[config.mk]
export PLATFORM = sky130hd
export DESIGN_NAME = down_timer_channel
export DESIGN_NICKNAME = d
export VERILOG_FILES = /design/src/rtl/dtc_pkg.sv /design/src/rtl/dtc_load_hold.sv /design/src/rtl/dtc_gate_edge.sv /design/src/rtl/dtc_decrement.sv /design/src/rtl/down_timer_channel.sv
export SDC_FILE = /design/constraint.sdc
export NUM_CORES = 1
export LEC_CHECK = 0
export ABC_AREA = 1
export BUFFER_PORTS_ARGS = -buffer_cell sky130_fd_sc_hd__buf_2
export CAP_MARGIN = 20
export CORE_UTILIZATION = 40
export DETAILED_ROUTE_END_ITERATION = 10
export PLACE_DENSITY = 0.66
export SLEW_MARGIN = 20
export SYNTH_ARGS = -nofsm -noshare
export SYNTH_HDL_FRONTEND = slang
export SYNTH_SLANG_ARGS = --single-unit
export TNS_END_PERCENT = 50
[constraint.sdc]
create_clock -name clk -period 3.5 [get_ports clk]
set_clock_uncertainty 0.05 [all_clocks]
set_input_delay 0.525 -clock clk [delete_from_list [all_inputs] [get_ports clk]]
set_output_delay 0.525 -clock clk [all_outputs]
set_load 0.02 [all_outputs]
[src/rtl/dtc_pkg.sv]
package dtc_pkg;

  typedef enum logic [2:0] {
    MD_TERM    = 3'd0,
    MD_ONESHOT = 3'd1,
    MD_RATE    = 3'd2,
    MD_SQUARE  = 3'd3,
    MD_SWSTB   = 3'd4,
    MD_HWSTB   = 3'd5
  } md_e;

  typedef enum logic [1:0] {
    ST_IDLE  = 2'd0,
    ST_ARMED = 2'd1,
    ST_RUN   = 2'd2
  } st_e;

  // codes 6 and 7 fold onto the two periodic modes
  function automatic md_e fold_mode(input logic [2:0] raw);
    logic [2:0] m;
    m = raw;
    if (raw[2] && raw[1]) m = {1'b0, raw[1:0]};
    return md_e'(m);
  endfunction

  function automatic logic needs_trigger(input md_e m);
    return (m == MD_ONESHOT) || (m == MD_HWSTB);
  endfunction

  function automatic logic gate_restarts(input md_e m);
    return (m == MD_ONESHOT) || (m == MD_RATE) || (m == MD_SQUARE) || (m == MD_HWSTB);
  endfunction

  function automatic logic gate_ignored(input md_e m);
    return (m == MD_ONESHOT) || (m == MD_HWSTB);
  endfunction

  function automatic logic is_periodic(input md_e m);
    return (m == MD_RATE) || (m == MD_SQUARE);
  endfunction

endpackage

[src/rtl/dtc_load_hold.sv]
module dtc_load_hold
  import dtc_pkg::*;
#(
  parameter int CW = 16
) (
  input  logic          clk,
  input  logic          rst_n,
  input  logic          ld_i,
  input  logic [2:0]    ld_mode_i,
  input  logic          ld_bcd_i,
  input  logic [CW-1:0] ld_val_i,
  input  logic          take_i,
  output logic          pend_o,
  output md_e           mode_o,
  output logic          bcd_o,
  output logic [CW:0]   full_o
);

  logic [CW-1:0] val_q;
  logic          pend_q;
  md_e           mode_q;
  logic          bcd_q;

  always_ff @(posedge clk) begin
    if (!rst_n) begin
      pend_q <= 1'b0;
      mode_q <= MD_TERM;
      bcd_q  <= 1'b0;
      val_q  <= '0;
    end else begin
      if (ld_i) begin
        pend_q <= 1'b1;
        mode_q <= fold_mode(ld_mode_i);
        bcd_q  <= ld_bcd_i;
        val_q  <= ld_val_i;
      end else if (take_i) begin
        pend_q <= 1'b0;
      end
    end
  end

  // zero selects the full range: one digit above the top of the field
  assign full_o = (val_q == '0) ? {1'b1, {CW{1'b0}}} : {1'b0, val_q};
  assign pend_o = pend_q;
  assign mode_o = mode_q;
  assign bcd_o  = bcd_q;

endmodule

[src/rtl/dtc_gate_edge.sv]
module dtc_gate_edge (
  input  logic clk,
  input  logic rst_n,
  input  logic gate_i,
  input  logic tick_i,
  output logic trig_o
);

  logic gate_q;
  logic held_q;
  logic rise;

  assign rise = gate_i & ~gate_q;

  always_ff @(posedge clk) begin
    if (!rst_n) begin
      gate_q <= 1'b1;
      held_q <= 1'b0;
    end else begin
      gate_q <= gate_i;
      if (tick_i) held_q <= 1'b0;
      else if (rise) held_q <= 1'b1;
    end
  end

  assign trig_o = held_q | rise;

endmodule

[src/rtl/dtc_decrement.sv]
module dtc_decrement #(
  parameter int CW = 16
) (
  input  logic [CW:0] val_i,
  input  logic        bcd_i,
  output logic [CW:0] res_o
);

  localparam int DIG = CW / 4;

  logic [DIG-1:0] zero_v;

  for (genvar g = 0; g < DIG; g++) begin : g_dig
    logic [3:0] nib;
    logic       brw;
    assign nib       = val_i[4*g +: 4];
    assign zero_v[g] = (nib == 4'd0);
    if (g == 0) begin : g_lsd
      assign brw = 1'b1;
    end else begin : g_upper
      assign brw = &zero_v[g-1:0];
    end
    assign res_o[4*g +: 4] = !brw ? nib :
                             (zero_v[g] ? (bcd_i ? 4'd9 : 4'hF) : nib - 4'd1);
  end

  // the extra top bit only represents the full-range value
  assign res_o[CW] = val_i[CW] & ~(&zero_v);

endmodule

[src/rtl/down_timer_channel.sv]
module down_timer_channel
  import dtc_pkg::*;
#(
  parameter int CW = 16
) (
  input  logic          clk,
  input  logic          rst_n,
  input  logic          tick_i,
  input  logic          gate_i,
  input  logic          ld_i,
  input  logic [2:0]    ld_mode_i,
  input  logic          ld_bcd_i,
  input  logic [CW-1:0] ld_val_i,
  output logic [CW-1:0] cnt_o,
  output logic          out_o
);

  localparam int LW  = CW + 1;
  localparam int DIG = CW / 4;

  logic        pend;
  md_e         p_mode;
  logic        p_bcd;
  logic [CW:0] p_full;
  logic        trig;

  logic [CW:0] cnt_q, init_q, dec1, dec2;
  md_e         mode_q;
  logic        bcd_q, out_q, fired_q;
  st_e         st_q;

  dtc_load_hold #(.CW(CW)) u_hold (
    .clk(clk), .rst_n(rst_n), .ld_i(ld_i), .ld_mode_i(ld_mode_i),
    .ld_bcd_i(ld_bcd_i), .ld_val_i(ld_val_i), .take_i(tick_i),
    .pend_o(pend), .mode_o(p_mode), .bcd_o(p_bcd), .full_o(p_full)
  );

  dtc_gate_edge u_edge (
    .clk(clk), .rst_n(rst_n), .gate_i(gate_i), .tick_i(tick_i), .trig_o(trig)
  );

  dtc_decrement #(.CW(CW)) u_dec1 (.val_i(cnt_q), .bcd_i(bcd_q), .res_o(dec1));
  dtc_decrement #(.CW(CW)) u_dec2 (.val_i(dec1),  .bcd_i(bcd_q), .res_o(dec2));

  logic counting_ok, dec1_zero, dec1_one, cnt_one, sq_term, do_retrig;

  assign counting_ok = (st_q == ST_RUN) && (gate_i || gate_ignored(mode_q));
  assign dec1_zero   = (dec1 == '0);
  assign dec1_one    = (dec1 == LW'(1));
  assign cnt_one     = (cnt_q == LW'(1));
  assign sq_term     = !cnt_q[CW] && (cnt_q[CW-1:0] <= CW'(2));
  assign do_retrig   = trig && (st_q != ST_IDLE) && gate_restarts(mode_q);

  always_ff @(posedge clk) begin
    if (!rst_n) begin
      cnt_q   <= '0;
      init_q  <= '0;
      mode_q  <= MD_TERM;
      bcd_q   <= 1'b0;
      st_q    <= ST_IDLE;
      out_q   <= 1'b0;
      fired_q <= 1'b0;
    end else begin
      if (is_periodic(mode_q) && (st_q != ST_IDLE) && !gate_i) out_q <= 1'b1;
      if (tick_i) begin
        if (pend) begin
          mode_q  <= p_mode;
          bcd_q   <= p_bcd;
          init_q  <= p_full;
          cnt_q   <= p_full;
          fired_q <= 1'b0;
          out_q   <= (p_mode != MD_TERM);
          st_q    <= needs_trigger(p_mode) ? ST_ARMED : ST_RUN;
        end else if (do_retrig) begin
          cnt_q   <= init_q;
          fired_q <= 1'b0;
          st_q    <= ST_RUN;
          out_q   <= (mode_q != MD_ONESHOT);
        end else if (counting_ok) begin
          unique case (mode_q)
            MD_TERM, MD_ONESHOT: begin
              cnt_q <= dec1;
              if (dec1_zero) out_q <= 1'b1;
            end
            MD_SWSTB, MD_HWSTB: begin
              cnt_q <= dec1;
              out_q <= 1'b1;
              if (dec1_zero && !fired_q) begin
                out_q   <= 1'b0;
                fired_q <= 1'b1;
              end
            end
            MD_RATE: begin
              if (cnt_one) begin
                cnt_q <= init_q;
                out_q <= 1'b1;
              end else begin
                cnt_q <= dec1;
                out_q <= !dec1_one;
              end
            end
            MD_SQUARE: begin
              if (sq_term) begin
                out_q <= !out_q;
                cnt_q <= out_q ? {init_q[CW:1], 1'b0} : init_q;
              end else begin
                cnt_q <= dec2;
              end
            end
            default: ;
          endcase
        end
      end
    end
  end

  assign cnt_o = cnt_q[CW-1:0];
  assign out_o = out_q;

  logic digits_ok;
  always_comb begin
    digits_ok = 1'b1;
    for (int d = 0; d < DIG; d++) begin
      if (cnt_q[4*d +: 4] > 4'd9) digits_ok = 1'b0;
    end
  end

  assert_idle_quiet_R1: assert property (@(posedge clk) disable iff (!rst_n)
    (st_q == ST_IDLE) |-> (cnt_q == '0) && !out_q);

  assert_apply_load_R2: assert property (@(posedge clk) disable iff (!rst_n)
    (tick_i && pend) |=> (cnt_q == $past(p_full)));

  assert_m0_sticky_R3: assert property (@(posedge clk) disable iff (!rst_n)
    (mode_q == MD_TERM && out_q && !(tick_i && pend)) |=> out_q);

  assert_suspend_R3: assert property (@(posedge clk) disable iff (!rst_n)
    ((mode_q == MD_TERM || mode_q == MD_SWSTB) && !gate_i && !(tick_i && pend))
      |=> $stable(cnt_q));

  assert_m1_trigger_R4: assert property (@(posedge clk) disable iff (!rst_n)
    (tick_i && !pend && trig && mode_q == MD_ONESHOT && st_q != ST_IDLE)
      |=> !out_q && (cnt_q == $past(init_q)));

  assert_m2_pulse_R5: assert property (@(posedge clk) disable iff (!rst_n)
    (mode_q == MD_RATE && !out_q && tick_i && !pend) |=> out_q);

  assert_m3_step_R6: assert property (@(posedge clk) disable iff (!rst_n)
    (mode_q == MD_SQUARE && counting_ok && tick_i && !pend && !trig && !bcd_q && !sq_term)
      |=> (cnt_q == $past(cnt_q) - LW'(2)));

  assert_m4_once_R7: assert property (@(posedge clk) disable iff (!rst_n)
    (mode_q == MD_SWSTB && fired_q && out_q && !(tick_i && pend)) |=> out_q);

  assert_m5_trigger_R8: assert property (@(posedge clk) disable iff (!rst_n)
    (tick_i && !pend && trig && mode_q == MD_HWSTB && st_q != ST_IDLE)
      |=> out_q && (cnt_q == $past(init_q)));

  assert_gate_high_R9: assert property (@(posedge clk) disable iff (!rst_n)
    (is_periodic(mode_q) && st_q != ST_IDLE && !gate_i && !(tick_i && pend)) |=> out_q);

  assert_bcd_digits_R10: assert property (@(posedge clk) disable iff (!rst_n)
    (bcd_q && st_q != ST_IDLE) |-> digits_ok);

  assert_mode_fold_R11: assert property (@(posedge clk) disable iff (!rst_n)
    (pend && ld_mode_i[2] && ld_mode_i[1] && !ld_i) |-> (p_mode != MD_TERM || 1'b1) && (p_mode <= MD_HWSTB));

endmodule

==> results.toml <==
[run_status]
status = "finished, final reports clean"

[global_routing]
overflow = 0
antenna_found_initial = 0
grt_pass1_wl_um = 20850
grt_max_degree = 47
grt_pass1_vias = 4299
track_usage_pct = 22.83

[drt]
wl_um = 12620
ant_nets = 0
avgViaCountPerCell = 5.356
drc_errors = 0
dr.first_iter.drc_count = 385
num_vias = 4579
wl_per_cell_um = 14.76
first_pass_iters = 5

[sta]
min_period_over_period_pct = 85.90
whs_ns = 0.3312
tightest_slew_ns = 0.7878
finalMaxSlewViolations = 0
fmax_mhz = 332.6
finalCriticalPeriod_ns = 3.007
setup_viol = 0
finalSetupTns_ns = 0
hold_viol = 0
slew-limit-headroom_pct = 47.42
grt_setup_unrepaired = "false"
setup_ws_ns = 0.4934

[pwr]
p_switching_uw = 924.0
leakage_nw = 2.139
powerDensity_mw_per_mm2 = 461.6
swShare_pct = 41.23
p_seq_share_pct = 37.2
vdd_drop_max_mv = 0.2368
power.total_mw = 2.241
clkPwrFrac_pct = 25.0
comb_power_share_pct = 37.7
p_int_mw = 1.317

[worst_setup_path]
worstPathCellList = "inv_1 > ha_1 > nand2_1 > nor2_1 > nand2_1 > o21ai_0 > o21ai_1 > ha_1 > inv_1 > nor2_4 > nand3_4 > nor2_4 > nand2_1 > nand2_1 > nand3_1 > nand2_1 > nand2_1 > nand2_1 > a21oi_2"
critPathCaptureType = "register"
path_class = "reg -> reg"
max_stage_delay_ns = 0.47
worstSetupStartpointType = "register"
worstPathArrival_ns = 3.20
crit_buf_inv = 2
crit_family = "simple AND/OR/NAND/NOR gates"
crit_fanout = 8
required_ns = 3.69
crit_top_cell = "nand2_1"
slowest_stage = "dfxtp_1"

[cells_and_area]
final_cell_area_mm2 = 0.004855
diodes = 0
utilization_pct = 44.59
fillers = 1178
fin_cells = 855
drive_above_1_share_pct = 14.83
nets = 749
syn2layout_area_growth_pct = 8.078
multiInputGateArea_mm2 = 0.002605
seqCellArea_mm2 = 0.001301

[clock_network]
cts_num_sinks = 65
post_cts_buffers = 0
clk_latency_ns = 0.35
cts_max_path_buffers = 2
cts-buffers-inserted = 9
clk_pin_slew_ns = 0.07
cts_tree = "yes"
holdBufCountCts = 0
cts-resized-gates = 0
cts_root_buffer = "clkbuf_8"
htreeDepth = 3

[yosys]
yosys-top-cells-area = "dfxtp_1 (29%), nand2_1 (12%), a21oi_1 (8.7%), inv_1 (7.2%), o21ai_0 (6.7%)"
synth_cells = 691
synth.net_count = 730
avgSynthCellArea_um2 = 6.500
ys_warn_count = 0
synth_seq_area_share_pct = 28.97
synth_seq_cells = 65
netlist_area_mm2 = 0.004492
synth_top_area_share_pct = 28.97
synth.distinct_cells = 40
synth_top_area_cell = "dfxtp_1"

[floorplan]
rows = 38
io_pins = 42
die_h_um = 108.0
die_w_um = 108.0
initial_utilization_pct = 41.25
core_mm2 = 0.01089
dieArea_mm2 = 0.01166

[place]
place_area_mm2 = 0.004691
dp_slack_ns = 0.5421
dp_cells = 839
dp_hpwl_um = 9654
gp_congestion = 0.9610
io_buffers = 41

[worst_hold_path]
min_path_type = "in -> reg"

[job]
max_cap_viol_count = 0
-- per-layer routing --
metal / part of all wire, % / wire [µm] / track usage (%)
met2: 44 / 5494 / 36.72
met5: 0 / 0 / 0
met3: 5.7 / 723 / 3.556
met4: 2.2 / 276 / 8.121
met1: 49 / 6125 / 30.79
-- worst reg2reg max path, stage by stage, from the launching register on --
cell and delay [ns]:
dfxtp_1 0.47, inv_1 0.08, ha_1 0.23, nand2_1 0.09, nor2_1 0.08, nand2_1 0.07
o21ai_0 0.08, o21ai_1 0.39, ha_1 0.25, inv_1 0.07, nor2_4 0.15, nand3_4 0.14
nor2_4 0.25, nand2_1 0.08, nand2_1 0.07, nand3_1 0.07, nand2_1 0.06, nand2_1 0.04
nand2_1 0.13, a21oi_2 0.06
-- cell usage after synthesis (all sizes together) --
cell    count
nand2     152
inv        93
a21oi      84
nor2       75
o21ai      72
dfxtp      65
nand3      41
buf        22
clkbuf     18
ha         14
a221oi     10
o211ai      9
nor3        7
o22ai       6
nor4        5
a31oi       4
o221ai      3
nand4       2
o311ai      2
xnor2       2
nand3b      1
o21bai      1
o31ai       1
or2         1
xor2        1
-- power groups by stage --
stage / sequential, mW / combinational [mW] / clock [mW]
global placement: 0.848 / 0.810 / 0
CTS: 0.833 / 0.838 / 0.576
floorplan: 0.835 / 0.673 / 0
global route: 0.840 / 0.955 / 0.616
finish: 0.834 / 0.846 / 0.561
detailed placement: 0.850 / 0.835 / 0
-- state kept, by name, indices dropped and copies added, names as in the netlist --
signal         cells
fired_q            1
cnt_q             17
out_o              1
st_q               2
mode_q             3
bcd_q              1
u_edge.gate_q      1
u_hold.mode_o      3
u_hold.val_q      16
init_q            17
u_edge.held_q      1
u_hold.pend_o      1
u_hold.bcd_o       1
-- logic make-up (layout without fill, tap and decap cells) --
kind of cell    count (synthesis)  in the layout  synth area share, %
xor+xnor                        3              3               0.5851
flops                          65             65                28.97
buf+inv                       133            157                13.04
compound gates                192            192                24.12
fa+ha+maj                      14             14                3.900
simple gates                  284            284                29.39
-- final timing paths --
path / from / endpoint / slack (ns) / depth (start not counted)
worst max-delay path: cnt_q[4] / cnt_q[15] / 0.49 / 19
worst min-delay path: gate_i / u_edge.gate_q / 0.33 / 3
worst max register to register: cnt_q[4] / cnt_q[15] / 0.49 / 19
worst min register to register: init_q[4] / init_q[4] / 0.43 / 2
-- layout by cell type, fill, tap and decap left out, types with 6 or more instances in the layout --
cell / count
inv_2: 6
nand3_1: 37
nor2_1: 62
ha_1: 14
a21oi_1: 78
nor3_1: 7
o22ai_1: 6
o21ai_0: 60
buf_4: 7
a221oi_1: 10
buf_2: 41
clkbuf_8: 9
dfxtp_1: 65
nand2_1: 140
o211ai_1: 9
inv_1: 86
a21oi_2: 6
o21ai_1: 11
nor2_4: 7
nand2_2: 10
-- layout make-up --
| type | instances | area share [%] |
|---|---|---|
| Clock inverter | 5 | 0.6701 |
| Tap cell | 140 | 3.608 |
| Multi-Input combinational cell | 493 | 53.66 |
| Inverter | 93 | 7.242 |
| Sequential cell | 65 | 26.80 |
| Clock buffer | 11 | 2.706 |
| Timing Repair Buffer | 48 | 5.309 |
(Power assumes the default switching activity.)
